### config.mk
export PLATFORM = sky130hd
export DESIGN_NAME = alu4_sliced
export DESIGN_NICKNAME = d
export VERILOG_FILES = /design/src/rtl/alu_mux2.sv /design/src/rtl/alu_mux4.sv /design/src/rtl/alu_full_adder.sv /design/src/rtl/alu_bit_slice.sv /design/src/rtl/alu4_sliced.sv
export SDC_FILE = /design/constraint.sdc
export NUM_CORES = 1
export LEC_CHECK = 0
export ABC_CLOCK_PERIOD_IN_PS = 2650
export BUFFER_PORTS_ARGS = -buffer_cell sky130_fd_sc_hd__buf_4
export CORE_AREA = 2 2 39 41
export DETAILED_ROUTE_END_ITERATION = 16
export DIE_AREA = 0 0 41 43
export SLEW_MARGIN = 20
export SYNTH_ARGS = -nofsm -noshare
export SYNTH_HDL_FRONTEND = slang
export SYNTH_SLANG_ARGS = --single-unit
### constraint.sdc
create_clock -name vclk -period 2.65
set_clock_uncertainty 0.2 [all_clocks]
set_input_delay 0.1325 -clock vclk [all_inputs]
set_output_delay 0.1325 -clock vclk [all_outputs]
set_load 0.005 [all_outputs]
### src/rtl/alu_mux2.sv
module alu_mux2 (
  input  logic d0_i,
  input  logic d1_i,
  input  logic s_i,
  output logic y_o
);
  assign y_o = s_i ? d1_i : d0_i;
endmodule

### src/rtl/alu_mux4.sv
// Four-way selector made of three two-way stages: upper code bit first.
module alu_mux4 (
  input  logic       and_i,
  input  logic       or_i,
  input  logic       xor_i,
  input  logic       sum_i,
  input  logic [1:0] sel_i,
  output logic       y_o
);
  logic lo_pick;
  logic hi_pick;

  alu_mux2 u_lvl1_a (.d0_i(and_i), .d1_i(xor_i), .s_i(sel_i[1]), .y_o(lo_pick));
  alu_mux2 u_lvl1_b (.d0_i(or_i),  .d1_i(sum_i), .s_i(sel_i[1]), .y_o(hi_pick));
  alu_mux2 u_lvl2   (.d0_i(lo_pick), .d1_i(hi_pick), .s_i(sel_i[0]), .y_o(y_o));
endmodule

### src/rtl/alu_full_adder.sv
module alu_full_adder (
  input  logic x_i,
  input  logic y_i,
  input  logic c_i,
  output logic s_o,
  output logic c_o
);
  logic gen;
  logic any_one;

  assign gen     = x_i & y_i;
  assign any_one = x_i | y_i | c_i;
  // Carry from generate or propagated input carry.
  assign c_o = gen | (c_i & (x_i | y_i));
  // Sum: all three set, or at least one set without a carry out.
  assign s_o = (gen & c_i) | (any_one & ~c_o);
endmodule

### src/rtl/alu_bit_slice.sv
module alu_bit_slice (
  input  logic       a_i,
  input  logic       b_i,
  input  logic       cin_i,
  input  logic [1:0] sel_i,
  output logic       f_o,
  output logic       cout_o
);
  logic and_v;
  logic or_v;
  logic xor_v;
  logic sum_v;

  assign and_v = a_i & b_i;
  assign or_v  = a_i | b_i;
  // XOR as the complement of (both set OR neither set).
  assign xor_v = ~(and_v | ~or_v);

  alu_full_adder u_fa (
    .x_i(a_i), .y_i(b_i), .c_i(cin_i), .s_o(sum_v), .c_o(cout_o)
  );

  alu_mux4 u_sel (
    .and_i(and_v), .or_i(or_v), .xor_i(xor_v), .sum_i(sum_v),
    .sel_i(sel_i), .y_o(f_o)
  );
endmodule

### src/rtl/alu4_sliced.sv
module alu4_sliced #(
  parameter int WIDTH = 4
) (
  input  logic [WIDTH-1:0] a_i,
  input  logic [WIDTH-1:0] b_i,
  input  logic             carry_i,
  input  logic [1:0]       sel_i,
  output logic [WIDTH-1:0] result_o,
  output logic [WIDTH-1:0] carry_o
);
  localparam int CHAIN_W = WIDTH + 1;

  logic [CHAIN_W-1:0] chain;

  assign chain[0] = carry_i;

  for (genvar k = 0; k < WIDTH; k++) begin : g_slice
    alu_bit_slice u_slice (
      .a_i   (a_i[k]),
      .b_i   (b_i[k]),
      .cin_i (chain[k]),
      .sel_i (sel_i),
      .f_o   (result_o[k]),
      .cout_o(chain[k+1])
    );
  end

  assign carry_o = chain[CHAIN_W-1:1];
endmodule

# Word level (Yosys, flattened, before mapping)
# Cells that the tools add are included.
[word_totals] mem_bits_ro=0 memories=0 out_inout_bits=8 latch_bits=0 mem_bits_rw=0 register_bits=0 in_bits=11
[classes] n_mul=0 magnitude_cmp=0 n_reduce_logical=0 n_shift=0 div_mod_pow=0 n_mux=12 n_eq_ne=0 addsub=0 bitwise_logic=48
[op_table] operator="1-bit bitwise OR" n=20
[op_table] operator="1-bit AND" n=16
[op_table] operator="1-bit two-way mux" n=12
[op_table] operator="1-bit NOT" n=12

# Logic depth before layout (Yosys ltp)
# Gate-level depths: netlist (run 1).
[depth] ltp_word=14 depth_mapped=6 mapped_depth_nobuf=5

# Modules after synthesis
# Synthesis (run 1) repeated with hierarchy kept, for this count alone.
[unflattened] hier_cells=36 hier_area_um2=405.4
[modules_own_cells] module="alu_mux2" area_per_inst_um2=15.0 instances=12 cells_each=1
[modules_own_cells] module="alu_bit_slice" area_per_inst_um2=36.3 instances=4 cells_each=5
[modules_own_cells] module="alu_full_adder" area_per_inst_um2=20.0 instances=4 cells_each=1

# Least setup slack after synthesis (run 1)
# OpenSTA, ideal clock, no wires.
[synth_path] path_kind="input-to-output" from="input a_i[0]" to="output result_o[3]" path_buffers=1 stages=6 required_ps=2318 arrival_ps=2403 slack_ps=-86 path_cell_list="fa_1 -> fa_1 -> fa_1 -> fa_1 -> mux4_1 -> buf_4"
[synth_via] elab_chain_cells=14 elab_cells_between_ends=17
[synth_rtl] item="from (decl)" line_no="alu4_sliced.sv:4" source="input logic [WIDTH-1:0] a_i,"
[synth_rtl] item="1-bit bitwise OR" line_no="alu_full_adder.sv:14" source="assign c_o = gen | (c_i & (x_i | y_i));"
[synth_rtl] item="1-bit AND" line_no="alu_full_adder.sv:14"
[synth_rtl] item="1-bit bitwise OR (*)" line_no="alu_full_adder.sv:14"
[synth_rtl] item="1-bit AND (*)" line_no="alu_full_adder.sv:14"
[synth_rtl] item="1-bit bitwise OR (*)" line_no="alu_full_adder.sv:14"
[synth_rtl] item="net g_slice[1].u_slice.cout_o" line_no="alu_bit_slice.sv:7" source="output logic cout_o"
[synth_rtl] item="1-bit AND (*)" line_no="alu_full_adder.sv:14"
[synth_rtl] item="1-bit bitwise OR (*)" line_no="alu_full_adder.sv:14"
[synth_rtl] item="net g_slice[2].u_slice.cout_o" line_no="alu_bit_slice.sv:7"
[synth_rtl] item="1-bit AND" line_no="alu_full_adder.sv:14"
[synth_rtl] item="1-bit bitwise OR" line_no="alu_full_adder.sv:14"
[synth_rtl] item="1-bit NOT" line_no="alu_full_adder.sv:16" source="assign s_o = (gen & c_i) | (any_one & ~c_o);"
[synth_rtl] item="1-bit AND" line_no="alu_full_adder.sv:16"
[synth_rtl] item="1-bit bitwise OR (*)" line_no="alu_full_adder.sv:16"
[synth_rtl] item="1-bit two-way mux (*) (2 in a row)" line_no="alu_mux2.sv:7" source="assign y_o = s_i ? d1_i : d0_i;"
[synth_rtl] item="to (decl)" line_no="alu4_sliced.sv:8" source="output logic [WIDTH-1:0] result_o,"
# Mark *: on every way through the listed nets, which the timed path passes. The rest lies on a longest branch.

# Final worst setup path (run 1)
[layout_path] from="input a_i[0]" to="output result_o[3]"
[layout_via] elab_chain_cells=14 elab_cells_between_ends=17
[layout_rtl] item="1-bit bitwise OR" line_no="alu_full_adder.sv:14"
[layout_rtl] item="1-bit AND" line_no="alu_full_adder.sv:14"
[layout_rtl] item="1-bit bitwise OR (*)" line_no="alu_full_adder.sv:14"
[layout_rtl] item="1-bit AND (*)" line_no="alu_full_adder.sv:14"
[layout_rtl] item="1-bit bitwise OR (*)" line_no="alu_full_adder.sv:14"
[layout_rtl] item="1-bit AND (*)" line_no="alu_full_adder.sv:14"
[layout_rtl] item="1-bit bitwise OR (*)" line_no="alu_full_adder.sv:14"
[layout_rtl] item="1-bit AND" line_no="alu_full_adder.sv:14"
[layout_rtl] item="1-bit bitwise OR" line_no="alu_full_adder.sv:14"
[layout_rtl] item="1-bit NOT" line_no="alu_full_adder.sv:16"
[layout_rtl] item="1-bit AND" line_no="alu_full_adder.sv:16"
[layout_rtl] item="1-bit bitwise OR (*)" line_no="alu_full_adder.sv:16"
[layout_rtl] item="1-bit two-way mux (*) (2 in a row)" line_no="alu_mux2.sv:7"
# Mark *: on every way between the ends. The rest lies on a longest branch, timed or not.

==> impl_metrics.csv, run 1 <==
group,metric,value,unit
placement,place_hpwl,570,um
floorplanning,die_h,43,um
timing,tightest_slew,0.0901,ns
global_routing,grt_usage,6.76,%
worst_setup_path,cp_slowest_cell,"mux4_2",
placement,portBuffers,19,
drt,vias,273,
global_routing,grt_pass1_vias,227,
finish,post-route-util,38.6,%
timing,setup-tns-final,-0.0756,ns
outcome,outcome,"finished, violations left",
finish,fillers,152,
finish,seqCellArea,0,um2
yosys,yosysSeqAreaShare,0,%
worst_setup_path,crit_type,"in -> out",
finish,drive_gt1_share,52.9,%
yosys,yosysTopAreaCell,"mux4_1",
drt,postRouteAntennaNets,0,
drt,drt_iter0_markers,1,
clocking,ctsHoldBuffers,0,
worst_setup_path,cp-end-kind,"output pin",
worst_setup_path,worst-path-buf-inv,2,
drt,wl_per_cell,9.22,um
drt,post_drt_via_cell_ratio,4.07,
placement,finalWeightedCongestion,0.561,
timing,fmax,367,MHz
power,power,87.9,uW
floorplanning,die_w,41,um
worst_setup_path,critPathMaxStageDelay,0.48,ns
global_routing,grt_max_degree,5,
yosys,synthCells,36,
finish,fin_nets,76,
finish,nClkBuffers,0,
timing,hold_violations,0,
flow_run,maxCapViolations,0,
drt,drc,0,
worst_setup_path,arrival,2.39,ns
power,leakagePower,0.000294,uW
yosys,synth_cell_type_count,5,
worst_setup_path,crit_required,2.32,ns
floorplanning,start_util,28.2,%
power,p_per_area,165,nW/um2
yosys,yosysMostFrequentCell,"inv_1",
yosys,ys_top_cells_by_count,"12 x inv_1, 8 x buf_4, 8 x ha_1",
yosys,syn_nets,59,
worst_setup_path,critPathTopFamily,"adder cells",
drt,wirelength,618,um
worst_setup_path,critPathLaunchType,"input port",
drt,met1_length,251,um
yosys,synthesis.area,390,um2
floorplanning,top_level_ports,19,
finish,insertedDiodeCount,0,
timing,slew_headroom,94.0,%
power,ir_worst_vdd,0.0000593,V
timing,setup_viol,1,
finish,area_delta_synth_final,36.9,%
floorplanning,die-area,1760,um2
timing,postLayoutSetupSlackWorst,-0.0756,ns
yosys,synth_top_area_share,26.9,%
drt,highest_layer,"met3",
timing,rsz0062_at_grt,"true",
timing,fin_crit_sh,103,%
drt,dr_wl_met2,312,um
timing,maxSlewViolCount,0,
outcome,violations,"setup timing",
global_routing,grt_pass1_wl,869,um
floorplanning,core_area,1380,um2
worst_setup_path,cp_max_fo,2,
timing,fin_crit,2.73,ns
drt,route.met3.wl,54,um
finish,seq_cells,0,
worst_setup_path,cp.depth,7,
min_path,holdPathStages,3,
min_path,min_path_type,"in -> out",
worst_setup_path,crit_top_cell,"fa_2",
yosys,ys_top_cells_by_area,"mux4_1 27%, ha_1 26%, fa_1 21%, buf_4 15%, inv_1 12%",
global_routing,antenna_found_initial,0,
drt,first_pass_iters,3,
worst_setup_path,path_cells,"buf_6 > fa_2 > fa_2 > fa_2 > fa_1 > mux4_2 > buf_6",
yosys,ys_warn_count,0,
global_routing,overflow,0,
floorplanning,row_count,14,
yosys,syn-mean-instance-area,10.8,um2
## layout by cell type, fill, tap and decap left out, drive strengths merged
cell type and count:
buf 23, ha 8, fa 4, mux4 4, inv 12
## per-layer routing
layer	vias up	track usage (%)
met1	123	8.82
met3	0	0
met2	13	12.5
met5	-	0
li1	137	-
met4	0	0
## timing repair
item / 4_1_cts / 5_1_grt
gates cloned: 0 / 0
endpoints found under the setup margin: 1 / 1
pin swaps: 1 / 1
setup buffers: 0 / 0
resized for setup: 1 / 3
## area by class of cell
cell class | count | area (um2) | area share [%]
Inverter | 12 | 45.0 | 8.43
Multi-Input combinational cell | 16 | 289 | 54.1
Tap cell | 16 | 20.0 | 3.75
Timing Repair Buffer | 23 | 180 | 33.7
## final timing paths
| path | slack (ns) | to | start |
|---|---|---|---|
| setup / recovery | -0.08 | result_o[3] | a_i[0] |
| hold / removal | 0.42 | carry_o[3] | b_i[3] |
## stage by stage
stage / setup slack, ns / cell area (um2) / instances / hold slack (ns)
floorplan: 0.00873 / 395 / 36 / 0.280
global placement: -0.169 / 528 / 67 / 0.419
detailed placement: -0.185 / 528 / 67 / 0.422
CTS: -0.153 / 531 / 67 / 0.427
global route: -0.126 / 534 / 67 / 0.441
finish: -0.0756 / 534 / 67 / 0.423
## worst min-delay path: stages
cell and delay [ns]:
buf_4 0.10, fa_1 0.16, buf_4 0.10
## cells by family (layout without fill, tap and decap cells)
| kind of cell | count (synthesis) | after routing | synth area share, % |
|---|---|---|---|
| multiplexers | 4 | 4 | 26.9 |
| adder cells (fa/ha/maj) | 12 | 12 | 46.2 |
| buffers and inverters | 20 | 35 | 26.9 |
## power breakdown
part | internal [uW] | total [uW] | switching, uW | leakage (uW)
clock network | 0 | 0 | 0 | 0
registers | 0 | 0 | 0 | 0
logic | 56.4 | 87.9 | 31.5 | 0.000294
Power figures use the tool's default switching activity.
==> inputs of run 2 (changes only) <==
--- a/config.mk
+++ b/config.mk
@@ -10,7 +10,9 @@
 export CORE_AREA = 2 2 39 41
 export DETAILED_ROUTE_END_ITERATION = 16
 export DIE_AREA = 0 0 41 43
+export RECOVER_POWER = 100
 export SLEW_MARGIN = 20
 export SYNTH_ARGS = -nofsm -noshare
 export SYNTH_HDL_FRONTEND = slang
+export SYNTH_HIERARCHICAL = 1
 export SYNTH_SLANG_ARGS = --single-unit
==> run 2 against run 1 <==
The flow still finishes with violations (setup timing). Hold slack better by 0.0040 ns. Synthesized cell count unchanged. Sequential share of layout area unchanged. Utilization increased by 5.7 points. Flip-flop and latch count unchanged. Combinational power up 35%. Final cell count grew 10%. Via count increased by 13%.
==> impl_metrics.csv, run 2 <==
group,metric,value,unit
outcome,outcome,"finished, violations left",
outcome,violations,"setup timing",
placement,portBuffers,19,
worst_setup_path,crit_type,"in -> out",
placement,dp_cells,73,
timing,holdWs,0.427,ns
worst_setup_path,arrival,2.43,ns
placement,dp_slack,-0.259,ns
global_routing,overflow,0,
timing,tightest_slew,0.152,ns
placement,place_hpwl,633,um
worst_setup_path,cp_max_fo,2,
drt,first_pass_iters,1,
yosys,synthCells,36,
finish,final_common_cell,"buf_4",
power,p_per_area,193,nW/um2
min_path,holdPathStages,3,
yosys,synthesis.area,405,um2
power,leakagePower,0.000352,uW
drt,postRouteAntennaNets,0,
yosys,yosysSeqAreaShare,0,%
finish,fin_nets,83,
timing,maxSlewViolCount,0,
placement,finalWeightedCongestion,0.614,
global_routing,grt_pass1_vias,273,
worst_setup_path,crit_required,2.32,ns
floorplanning,row_count,14,
floorplanning,die-area,1760,um2
clocking,ctsHoldBuffers,0,
timing,fmax,362,MHz
floorplanning,die_h,43,um
floorplanning,core_area,1380,um2
drt,wirelength,697,um
yosys,ys_top_cells_by_count,"12 x inv_1, 12 x mux2_4, 8 x ha_1",
finish,seq_cells,0,
timing,slew_headroom,89.8,%
timing,postLayoutSetupSlackWorst,-0.114,ns
finish,drive_gt1_share,63.8,%
finish,area_delta_synth_final,51.2,%
flow_run,maxCapViolations,0,
yosys,ys_warn_count,6,
finish,fin_cells,74,
global_routing,grt_max_degree,9,
yosys,yosysTopAreaCell,"mux2_4",
global_routing,antenna_found_initial,0,
finish,nClkBuffers,0,
power,ir_worst_vdd,0.0000725,V
worst_setup_path,cp-end-kind,"output pin",
yosys,synth_cell_type_count,4,
floorplanning,die_w,41,um
yosys,syn_nets,59,
floorplanning,top_level_ports,19,
timing,fin_crit,2.76,ns
min_path,min_path_type,"in -> out",
global_routing,grt_usage,8.33,%
yosys,synth_top_area_share,44.4,%
finish,insertedDiodeCount,0,
drt,wl_per_cell,9.42,um
timing,setup_viol,1,
drt,vias,308,
worst_setup_path,critPathLaunchType,"input port",
yosys,syn-mean-instance-area,11.3,um2
finish,layout_common_cells,"19 x buf_4, 12 x inv_1, 12 x mux2_4, 8 x ha_1, 3 x fa_2",
global_routing,grt_pass1_wl,1.05,mm
timing,hold_violations,0,
timing,rsz0062_at_grt,"true",
drt,post_drt_via_cell_ratio,4.16,
finish,seqCellArea,0,um2
drt,drc,0,
timing,fin_crit_sh,104,%
floorplanning,start_util,29.3,%
drt,drt_iter0_markers,0,
yosys,ys_top_cells_by_area,"mux2_4 44%, ha_1 25%, fa_1 20%, inv_1 11%",
## run 2: final timing paths
path,from,end
worst max-delay path,a_i[0],result_o[3]
worst min-delay path,b_i[3],carry_o[3]
## run 2: final cells by class
class / instances / area, um2
Fill cell: 133 / 771
Multi-Input combinational cell: 24 / 368
Timing Repair Buffer: 22 / 180
Inverter: 12 / 45.0
Tap cell: 16 / 20.0
## run 2: worst max-delay path, stage by stage
cell and delay (ns):
buf_8 0.10, fa_2 0.39, fa_2 0.37, fa_2 0.37
fa_1 0.43, mux2_4 0.26, mux2_4 0.26, buf_6 0.11
## run 2: timing repair
action | CTS | global route
endpoints found under the setup margin | 1 | 1
pin swaps | 1 | 1
gates resized for setup | 3 | 2
buffers inserted | 0 | 1
## run 2: routing by layer
layer  vias up  global-route usage [%]  wire length [um]
li1        157                       -                 -
met4         0                       0                 0
met5         -                       0                 0
met2        17                    15.9               330
met3         0                       0                86
met1       134                    10.3               280
## run 2: where the power goes
| group | switching (uW) | leakage [uW] | total [uW] | internal, uW |
|---|---|---|---|---|
| combinational | 38.6 | 0.000352 | 119 | 80.0 |
| clock | 0 | 0 | 0 | 0 |
| sequential | 0 | 0 | 0 | 0 |
| total | 38.6 | 0.000352 | 119 | 80.0 |
## run 2: logic make-up after synthesis
group and synth area share [%]:
buf+inv 11.1, mux 44.4, fa+ha+maj 44.4
## run 2: per-stage QoR
step	setup TNS (ns)	utilization, %	total power, uW	area (um2)
2_1_floorplan	0	-	61.4	410
3_3_place_gp	-0.222	42.5	112	588
3_5_place_dp	-0.259	42.5	116	588
4_1_cts	-0.178	43.2	119	598
5_1_grt	-0.185	44.3	132	613
6_report	-0.114	44.3	119	613
